$ cat src/rtl/radix_pkg.sv
package radix_pkg;

    typedef enum logic [2:0] {
        PH_IDLE    = 3'd0,
        PH_CLEAR   = 3'd1,
        PH_HIST    = 3'd2,
        PH_PREFIX  = 3'd3,
        PH_SCATTER = 3'd4
    } pass_phase_e;

endpackage

$ cat src/rtl/radix_digit_ext.sv
module radix_digit_ext #(
    parameter int KEY_W   = 16,
    parameter int DIGIT_W = 4,
    parameter int SEL_W   = 2
) (
    input  logic [KEY_W-1:0]   key_i,
    input  logic [SEL_W-1:0]   sel_i,
    output logic [DIGIT_W-1:0] digit_o
);

    logic [KEY_W-1:0] shifted;

    always_comb begin
        shifted = key_i >> (int'(sel_i) * DIGIT_W);
        digit_o = shifted[DIGIT_W-1:0];
    end

endmodule

$ cat src/rtl/radix_count_ram.sv
module radix_count_ram #(
    parameter int ADDR_W = 4,
    parameter int DATA_W = 5
) (
    input  logic              clk,
    input  logic              we,
    input  logic [ADDR_W-1:0] waddr,
    input  logic [DATA_W-1:0] wdata,
    input  logic [ADDR_W-1:0] raddr,
    output logic [DATA_W-1:0] rdata
);

    localparam int DEPTH = 2 ** ADDR_W;

    logic [DATA_W-1:0] mem [DEPTH];

    // read-before-write: a read of the address being written returns the old value
    always_ff @(posedge clk) begin
        if (we) begin
            mem[waddr] <= wdata;
        end
        rdata <= mem[raddr];
    end

endmodule

$ cat src/rtl/radix_pass.sv
module radix_pass
    import radix_pkg::*;
#(
    parameter int KEY_W   = 16,
    parameter int DIGIT_W = 4,
    parameter int N_KEYS  = 16,
    localparam int N_DIG  = KEY_W / DIGIT_W,
    localparam int SEL_W  = (N_DIG > 1) ? $clog2(N_DIG) : 1,
    localparam int ADDR_W = $clog2(N_KEYS)
) (
    input  logic              clk,
    input  logic              rst_n,
    input  logic              start,
    input  logic [SEL_W-1:0]  digit_sel,
    output logic              key_rd_en,
    output logic [ADDR_W-1:0] key_rd_addr,
    input  logic [KEY_W-1:0]  key_rd_data,
    output logic              wr_en,
    output logic [ADDR_W-1:0] wr_addr,
    output logic [KEY_W-1:0]  wr_data,
    output logic              done
);

    localparam int BINS  = 2 ** DIGIT_W;
    localparam int CW    = $clog2(N_KEYS + 1);
    localparam int SPAN  = (N_KEYS > BINS) ? N_KEYS : BINS;
    localparam int IW    = $clog2(SPAN + 1);

    typedef struct packed {
        pass_phase_e          phase;
        logic [IW-1:0]        idx;
        logic [SEL_W-1:0]     sel;
        logic                 a_vld;
        logic                 b_vld;
        logic [DIGIT_W-1:0]   b_digit;
        logic [KEY_W-1:0]     b_key;
        logic                 fwd_vld;
        logic [DIGIT_W-1:0]   fwd_addr;
        logic [CW-1:0]        fwd_data;
        logic [CW-1:0]        sum;
        logic                 done;
    } pass_st_t;

    pass_st_t st_d, st_q;

    logic [DIGIT_W-1:0] key_digit;
    logic               cnt_we;
    logic [DIGIT_W-1:0] cnt_waddr;
    logic [CW-1:0]      cnt_wdata;
    logic [DIGIT_W-1:0] cnt_raddr;
    logic [CW-1:0]      cnt_rdata;
    logic [CW-1:0]      cnt_cur;
    logic [CW-1:0]      cnt_inc;

    radix_digit_ext #(
        .KEY_W   (KEY_W),
        .DIGIT_W (DIGIT_W),
        .SEL_W   (SEL_W)
    ) u_digit (
        .key_i   (key_rd_data),
        .sel_i   (st_q.sel),
        .digit_o (key_digit)
    );

    radix_count_ram #(
        .ADDR_W (DIGIT_W),
        .DATA_W (CW)
    ) u_cnt (
        .clk   (clk),
        .we    (cnt_we),
        .waddr (cnt_waddr),
        .wdata (cnt_wdata),
        .raddr (cnt_raddr),
        .rdata (cnt_rdata)
    );

    // the RAM output is stale when the previous key updated the same bin
    always_comb begin
        cnt_cur = (st_q.fwd_vld && (st_q.fwd_addr == st_q.b_digit)) ? st_q.fwd_data : cnt_rdata;
        cnt_inc = cnt_cur + CW'(1);
    end

    always_comb begin
        st_d        = st_q;
        st_d.done   = 1'b0;
        st_d.a_vld  = 1'b0;
        st_d.b_vld  = 1'b0;
        key_rd_en   = 1'b0;
        key_rd_addr = st_q.idx[ADDR_W-1:0];
        cnt_raddr   = key_digit;
        cnt_we      = 1'b0;
        cnt_waddr   = st_q.b_digit;
        cnt_wdata   = cnt_inc;
        wr_en       = 1'b0;
        wr_addr     = cnt_cur[ADDR_W-1:0];
        wr_data     = st_q.b_key;

        unique case (st_q.phase)
            PH_IDLE: begin
                if (start) begin
                    st_d.phase   = PH_CLEAR;
                    st_d.idx     = '0;
                    st_d.sel     = digit_sel;
                    st_d.fwd_vld = 1'b0;
                end
            end

            PH_CLEAR: begin
                cnt_we    = 1'b1;
                cnt_waddr = st_q.idx[DIGIT_W-1:0];
                cnt_wdata = '0;
                st_d.idx  = st_q.idx + IW'(1);
                if (st_q.idx == IW'(BINS - 1)) begin
                    st_d.phase = PH_HIST;
                    st_d.idx   = '0;
                end
            end

            PH_HIST, PH_SCATTER: begin
                if (st_q.idx != IW'(N_KEYS)) begin
                    key_rd_en  = 1'b1;
                    st_d.idx   = st_q.idx + IW'(1);
                    st_d.a_vld = 1'b1;
                end
                st_d.b_vld   = st_q.a_vld;
                st_d.b_digit = key_digit;
                st_d.b_key   = key_rd_data;
                st_d.fwd_vld = st_q.b_vld;
                if (st_q.b_vld) begin
                    cnt_we        = 1'b1;
                    st_d.fwd_addr = st_q.b_digit;
                    st_d.fwd_data = cnt_inc;
                    wr_en         = (st_q.phase == PH_SCATTER);
                end
                if (st_q.idx == IW'(N_KEYS) && !st_q.a_vld && !st_q.b_vld) begin
                    st_d.idx     = '0;
                    st_d.fwd_vld = 1'b0;
                    if (st_q.phase == PH_HIST) begin
                        st_d.phase = PH_PREFIX;
                        st_d.sum   = '0;
                    end else begin
                        st_d.phase = PH_IDLE;
                        st_d.done  = 1'b1;
                    end
                end
            end

            PH_PREFIX: begin
                cnt_raddr = st_q.idx[DIGIT_W-1:0];
                if (st_q.idx != IW'(BINS)) begin
                    st_d.idx     = st_q.idx + IW'(1);
                    st_d.b_vld   = 1'b1;
                    st_d.b_digit = st_q.idx[DIGIT_W-1:0];
                end
                if (st_q.b_vld) begin
                    cnt_we    = 1'b1;
                    cnt_wdata = st_q.sum;
                    st_d.sum  = st_q.sum + cnt_rdata;
                end
                if (st_q.idx == IW'(BINS) && !st_q.b_vld) begin
                    st_d.phase   = PH_SCATTER;
                    st_d.idx     = '0;
                    st_d.fwd_vld = 1'b0;
                end
            end

            default: begin
                st_d.phase = PH_IDLE;
            end
        endcase
    end

    always_ff @(posedge clk or negedge rst_n) begin
        if (!rst_n) begin
            st_q <= '0;
        end else begin
            st_q <= st_d;
        end
    end

    assign done = st_q.done;

endmodule

$ cat config.mk
export PLATFORM = sky130hd
export DESIGN_NAME = radix_pass
export DESIGN_NICKNAME = d
export VERILOG_FILES = /design/src/rtl/radix_pkg.sv /design/src/rtl/radix_digit_ext.sv /design/src/rtl/radix_count_ram.sv /design/src/rtl/radix_pass.sv
export SDC_FILE = /design/constraint.sdc
export NUM_CORES = 1
export LEC_CHECK = 0
export ABC_AREA = 1
export BUFFER_PORTS_ARGS = -buffer_cell sky130_fd_sc_hd__buf_2
export CAP_MARGIN = 10
export CORE_MARGIN = 3
export CORE_UTILIZATION = 64
export DETAILED_ROUTE_END_ITERATION = 10
export PLACE_DENSITY = 0.85
export SYNTH_ARGS = -nofsm -noshare
export SYNTH_HDL_FRONTEND = slang
export SYNTH_SLANG_ARGS = --single-unit
$ cat constraint.sdc
create_clock -name clk -period 5.15 [get_ports clk]
set_clock_uncertainty 0.15 [all_clocks]
set_input_delay 0.7725 -clock clk [delete_from_list [all_inputs] [get_ports clk]]
set_output_delay 0.7725 -clock clk [all_outputs]
set_load 0.005 [all_outputs]
==> results.md, run 1 <==
- Status: finished, final reports clean
- TritonCTS clock tree: built
- Top Ports: 48
- Max Freq: 0.3298 GHz
- Largest net degree at the start of global routing: 47
- Post-synth ARST share: between 40 and 50%
- Worst setup EP type: primary output
- DR DRC count: 0
- Root buffer cell: clkbuf_8
- CP most frequent cell: nor2_1
- N_diodes: 0
- Post-CTS setup buffers: 0
- Drt initial violations: roughly 400
- Total negative setup slack: 0 ps
- IO buf count: between 40 and 50
- Layout area overhead: 12.83%
- Synth Cell Area: 5723 um^2
- Die Y-Extent: between 100 and 150 um
- Critical path cell sequence: nor2_1 > nand2_2 > nand2_4 > inv_4 > nor2_1 > buf_2
- CP max FO: 23
- Layout cells sized above 1: 15.78%
- Via density: around 5.8
- Number of synthesized register bits: 114
- Slew @ Worst Pin: 1045 ps
- Synth top area cells: edfxtp_1 (34%), dfrtp_1 (20%), nand2_1 (15%), inv_1 (5.3%), nand3_1 (5.2%)
- Worst VDD drop: slightly above 400 uV
- Total power per unit cell area: about 600 nW/um^2
- # Max-Cap Violations: 0
- Clock power share: 29.7%
- First-pass GRT wire length: 22220 um
- DP Wirelength: 8811 um
- Psw: about 1.6 mW
- CTS Hold Bufs: 0
- WS Path Type: reg2out
- Non-Filler Instances: 802
- Sequential power share: 34.0%
- Static leakage: just over 3 nW
- Final clock period utilization by the worst path: around three fifths
- Post-synthesis cell count: 649
- Arrival time worst endpoint: roughly 2100 ps
- Fin crit period: 3032 ps
- GR Layer Usage met2: between 40% and 50%
- Initial core utilization: 67.61%
- Top-area cell type share of the netlist area: 33.58%
- CP top delay family: simple AND/OR/NAND/NOR gates
- Rows: 33
- Dominant synthesized flop cell: edfxtp_1
- Max Buffers Root-to-Sink: 2
- Via count: between 4000 and 5000
- Pint: 2.344 mW
- Slew Limit Fails: 0
- Routed len/inst: around 17 um
- Syn avg cell area: around 8.8 um^2
- Slowest stage cell, crit path: dfrtp_1
- Switching part of the total: 40.56%
- Comb pwr share: a little over a third
- Design Power: about 4 mW
- Post_cts resized: 0
- CTS clk-pin slew, worst paths: 60 ps
- Core outline area: about 8500 um^2
- Seq/Total Area, Yosys: 55.09%
- Total placed cells including tap cells: 769
- Vias in the first global route: 4593
- Sink Count: ~110
- Hold Violations, Final: 0
- Grt peak-use layer: met2
- Chip Width: 100.6 um
- Final ANT Viol Nets: 0
- Warnings from Yosys: 0
- CP Launch Type: flip-flop
- Area of the die: between 10000 and 15000 um^2
- Initial antenna violation count: 0
- Post-synth cell types: 38
- H-tree Lvls: 4
- Relative slew margins: 30.36%
- Post-Route WL: 13510 um
- Required time of the critical path: 4230 ps
- Setup violators final: 0
- Filler Cells Inserted: 544
- Hold WC Path Type: in2async
- Largest stage delay on the critical path: ~480 ps
- Global Route Usage Sum: about 29%
- GRT met1 Usage: 38.09%
- CP bufs+invs: 2
- Syn Nets: 679
- Grt total ovfl: 0
- Area leader, netlist: edfxtp_1
- Drt first pass iters: 5
- Clock Latency Late Sink: 530 ps
- RSZ-0062 raised after global routing: false
- Final Wtd Congestion: 0.9857
- Number of flops mapped to enable cells by yosys: 64
- Final net count: 714
- TritonCTS Buffers: 17
- Met3 global-route usage: 7.197%
[area by class of cell]
| type | instances | area [um^2] | area share, % |
|---|---|---|---|
| well taps | 105 | 131.4 | 2.034 |
| multi-input cells | 411 | 1986 | 30.75 |
| flip-flops and latches | 114 | 3153 | 48.83 |
| clock inverters | 15 | 172.7 | 2.674 |
| inverters | 90 | 342.8 | 5.309 |
| repair buffers | 50 | 257.7 | 3.991 |
| clock buffers | 17 | 414.1 | 6.413 |
[layer usage]
| metal | vias to the layer above | part of all wire (%) |
|---|---|---|
| li1 | 2160 | - |
| met1 | 2213 | 41 |
| met2 | 265 | 48 |
| met3 | 33 | 8.6 |
| met4 | 0 | 2.1 |
| met5 | - | 0 |
[synthesized netlist by cell type (3+ instances only)]
cell and count:
nand2_1 223, inv_1 81, edfxtp_1 64, nand3_1 60, dfrtp_1 46, nor2_1 33, buf_4 25, o21ai_0 18
a21oi_1 8, ha_1 8, o211ai_1 8, inv_2 7, nand4_1 7, nor3_1 6, buf_2 4, dfxtp_1 4
nor2_4 4, a22oi_1 3, clkbuf_1 3, nand2_2 3, nor2_2 3, o21ai_2 3, o221ai_1 3, xor2_1 3
[per-stage QoR]
stage | utilization [%] | hold WS (ps) | setup WS [ps] | instance area (um^2)
2_1_floorplan | - | 292.0 | 2934 | 5723
3_5_place_dp | 69.27 | 303.8 | 2074 | 5863
3_3_place_gp | 69.27 | 300.1 | 2266 | 5863
6_report | 76.29 | 277.4 | 2118 | 6457
5_1_grt | 76.29 | 313.3 | 2020 | 6457
4_1_cts | 76.20 | 284.9 | 2060 | 6450
[final timing paths]
path	startpoint	to	slack, ps	cells past startpoint
worst max-delay path	st_q[46]	key_rd_en	2120	6
worst min-delay path	rst_n	done	280	1
worst max register to register	st_q[46]	u_cnt.mem[10][2]	2170	9
worst min register to register	wr_data[13]	wr_data[13]	320	2
max in group asynchronous	rst_n	st_q[35]	3920	1
min in group clk	digit_sel[1]	st_q[39]	300	3
[cell families after synthesis]
family / Yosys count / share of synthesized area [%]
AOI/OAI and AO/OA: 55 / 6.472
xor gates and xnor gates: 4 / 0.6123
adders and majority gates: 9 / 2.099
buffers and inverters: 124 / 10.21
DFF: 114 / 55.09
and+or+nand+nor: 343 / 25.51
[registers in the layout, summed over array words and instances (netlist names)]
| register | cells |
|---|---|
| done | 1 |
| key_rd_addr | 4 |
| st_q | 25 |
| u_cnt.mem | 64 |
| u_cnt.rdata | 4 |
| wr_data | 16 |
[layout by cell type (no fill, tap or decap), drive strengths merged]
cell / synthesis / layout
nor3: 6 / 6
fa: 1 / 1
o211ai: 8 / 8
clkinv: 0 / 3
a22o: 2 / 2
o22ai: 1 / 1
edfxtp: 64 / 64
clkinvlp: 0 / 2
a32o: 1 / 1
nand2: 228 / 228
o31ai: 2 / 2
xor2: 3 / 3
o21ai: 25 / 25
nand4: 7 / 7
xnor2: 1 / 1
a21o: 1 / 1
nor2: 40 / 40
inv: 90 / 98
clkbuf: 3 / 17
bufinv: 0 / 2
nand3: 62 / 62
a31oi: 1 / 1
ha: 8 / 8
dfxtp: 4 / 4
buf: 31 / 50
dfrtp: 46 / 46
a21oi: 8 / 8
o221ai: 3 / 3
a22oi: 3 / 3
[power by group through the flow]
stage	Combinational (mW)	Clock, mW	Sequential, mW
after CTS	1.39	1.18	1.34
after floorplan	1.08	0	1.31
after detailed placement	1.36	0	1.35
final	1.43	1.17	1.34
after global routing	1.59	1.22	1.36
after global placement	1.31	0	1.35
Note: power is estimated with default switching activity, not from simulation.
==> run 2: changes to the inputs <==
- CORE_UTILIZATION: 64 -> 60
- PLACE_DENSITY: 0.85 -> 0.8
- clock period: 5.15 -> 3 ns (I/O delays scaled with it)
==> run 2 against run 1 <==
Worst setup slack worse by 1900 ps. Critical path depth up 3. Power increased by 70%. Clock power grew 61%. Highest routed layer unchanged.
==> results.md, run 2 (synthesis gave the netlist of run 1 again) <==
- Hold WC Path Type: in2reg
- Total power per unit cell area: 1009 nW/um^2 (+65%)
- H-tree Lvls: 4 (unchanged)
- Root buffer cell: clkbuf_8
- Drt initial violations: 493 (+20%)
- Sink Count: 114 (unchanged)
- Post-Route WL: 13620 um (+0.82%)
- Reg-to-Reg Start: st_q[46]
- Max reg flops: 64 (unchanged)
- Setup violators final: 0 (unchanged)
- Required time of the critical path: 3010 ps (-1220 ps)
- Filler Cells Inserted: 640 (+18%)
- Max layer used: met4
- Sequential power share: 34.3% (+0.3 points)
- Comb pwr share: 37.6% (+1.3 points)
- Final instance area: 6629 um^2 (+2.7%)
- Worst VDD drop: 473.7 uV (+18%)
- Most common cell after layout, fill and taps aside: nand2_1
- Final ANT Viol Nets: 0 (unchanged)
- RSZ-0062 raised after global routing: false
- Area of the die: 10750 um^2 (+6.3%)
- Initial core utilization: 61.94% (-5.7 points)
- Initial antenna violation count: 0 (unchanged)
- DR DRC count: 0 (unchanged)
- Routed wl met2: 6560 um (+1.2%)
- DR WL met3: 1068 um (-8.2%)
- DP Wirelength: 8762 um (-0.55%)
- Max Freq: 0.3587 GHz
- Vias in the first global route: 4658 (+1.4%)
- Hold Violations, Final: 0 (unchanged)
- N_diodes: 0 (unchanged)
- WS Path Type: reg2reg
- # Max-Cap Violations: 0 (unchanged)
- Worst setup EP type: flip-flop
- Top Ports: 48 (unchanged)
- Drt first pass iters: 5 (unchanged)
- Largest Register: u_cnt.mem
- TritonCTS clock tree: built
- Final clock period utilization by the worst path: between 90 and 100%
- Rows: 35 (+6.1%)
- Core outline area: 9240 um^2 (+9.2%)
- Chip Width: 103.7 um (+3.1%)
- Met1 WL: 5650 um (+1.3%)
- First-pass GRT wire length: 22800 um (+2.6%)
- Clock Latency Late Sink: 530 ps (about the same)
- Max Buffers Root-to-Sink: 2 (unchanged)
- Clock power share: 28.1% (-1.6 points)
- Worst Setup Slack post-DPL: 261.2 ps (-1813 ps)
- TritonCTS Buffers: 17 (unchanged)
- Via count: 4687 (+0.34%)
- Slew @ Worst Pin: 1048 ps (+3.482 ps)
- HP Start: key_rd_data[5]
- Pint: 4.022 mW (+72%)
- Global Route Usage Sum: 26.87% (-1.8 points)
- Die Y-Extent: 103.7 um (+3.1%)
- Final Wtd Congestion: 0.8774 (-11%)
- Layout area overhead: 15.83%
- Status: finished, final reports clean
- Final net count: 731 (+2.4%)
- Largest net degree at the start of global routing: 47 (unchanged)
- PnR worst setup slack: 212.0 ps (-1906 ps)
- Static leakage: 3.068 nW (+1.7%)
- Grt total ovfl: 0 (unchanged)
- Post-DP Area: 5916 um^2 (+0.90%)
- CP Launch Type: flip-flop
- Relative slew margins: 30.12% (-0.23 points)
- Min-Delay Path Depth: 3
- Layout cells sized above 1: 15.69% (-0.096 points)
- Hold worst-path end: wr_data[5]
- Via density: 5.560 (-4.5%)
- CP max FO: 23 (unchanged)
- Psw: 2.670 mW (+67%)
- Fin crit period: 2788 ps
- Routed len/inst: 16.15 um (-4.1%)
- R2R setup slack: 210 ps (-1960 ps)
- IO buf count: 47 (unchanged)
- FF-to-FF End: u_cnt.mem[14][3]
- Commonest non-fill, non-tap cells in the layout: nand2_1 (223), inv_1 (81), edfxtp_1 (64), nand3_1 (60), buf_2 (47)
- Post-CTS setup buffers: 0 (unchanged)
- Worst R2R Path Depth: 9 (unchanged)
- Arrival time worst endpoint: 2800 ps (+690 ps)
- Slew Limit Fails: 0 (unchanged)
- CTS clk-pin slew, worst paths: 60 ps (about the same)
- Total negative setup slack: 0 ps (unchanged)
- Switching part of the total: 39.90% (-0.66 points)
==> run 2: worst max-delay path by stage <==
stage,start,to,slack (ps),cells past startpoint
4_1_cts,st_q[46],u_cnt.mem[10][1],210,9
5_1_grt,st_q[46],u_cnt.mem[14][1],2,9
3_5_place_dp,st_q[46],u_cnt.mem[10][2],260,9
2_1_floorplan,st_q[32],u_cnt.mem[0][0],780,7
6_report,st_q[46],u_cnt.mem[14][3],210,9
3_3_place_gp,st_q[46],u_cnt.mem[10][3],380,9
==> run 2: routing by layer <==
| metal | global-route usage, % | vias to the layer above |
|---|---|---|
| met4 | 11.02 | 0 |
| met1 | 35.35 | 2232 |
| met5 | 0 | - |
| met2 | 42.90 | 234 |
| li1 | - | 2185 |
| met3 | 6.854 | 36 |
==> run 2: final cells by class <==
cell class	count	area [um^2]	share of cell area (%)
clock buffer	18	417.9	6.304
clock inverter	14	140.1	2.114
timing repair buffer	67	422.9	6.380
multi-input combinational	411	1991	30.03
tap	129	161.4	2.435
inverter	90	342.8	5.172
sequential	114	3153	47.57
==> run 2: critical path: stages, from the launching register on <==
cell and delay, ps:
dfrtp_1 480, nor2_1 220, nand2_2 120, nand2_4 230
inv_4 170, nor2_4 270, nor2_2 120, inv_2 110
nand2_1 110, nor3_1 440
==> run 2: timing repair <==
| action | CTS | global route |
|---|---|---|
| hold buffers | 15 | 0 |
| setup endpoints to repair | 0 | 4 |
| endpoints found under the hold margin | 60 | 0 |
| resized for setup | 0 | 1 |
==> run 2: per-stage QoR <==
step	cells	total power [mW]	util, %	hold WS [ps]
6_report	843	6.692	71.74	21.12
5_1_grt	843	7.119	71.74	32.94
4_1_cts	843	6.650	71.69	0.3841
3_5_place_dp	796	4.699	64.02	306.0
3_3_place_gp	796	4.634	64.02	304.2
2_1_floorplan	649	4.111	-	4.409
==> run 2: power groups by stage <==
stage          clock [mW]  combinational [mW]  sequential, mW
5_1_grt              1.99                2.80            2.32
2_1_floorplan           0                1.86            2.25
6_report             1.88                2.52            2.29
4_1_cts              1.90                2.47            2.29
3_3_place_gp            0                2.33            2.31
3_5_place_dp            0                2.39            2.31
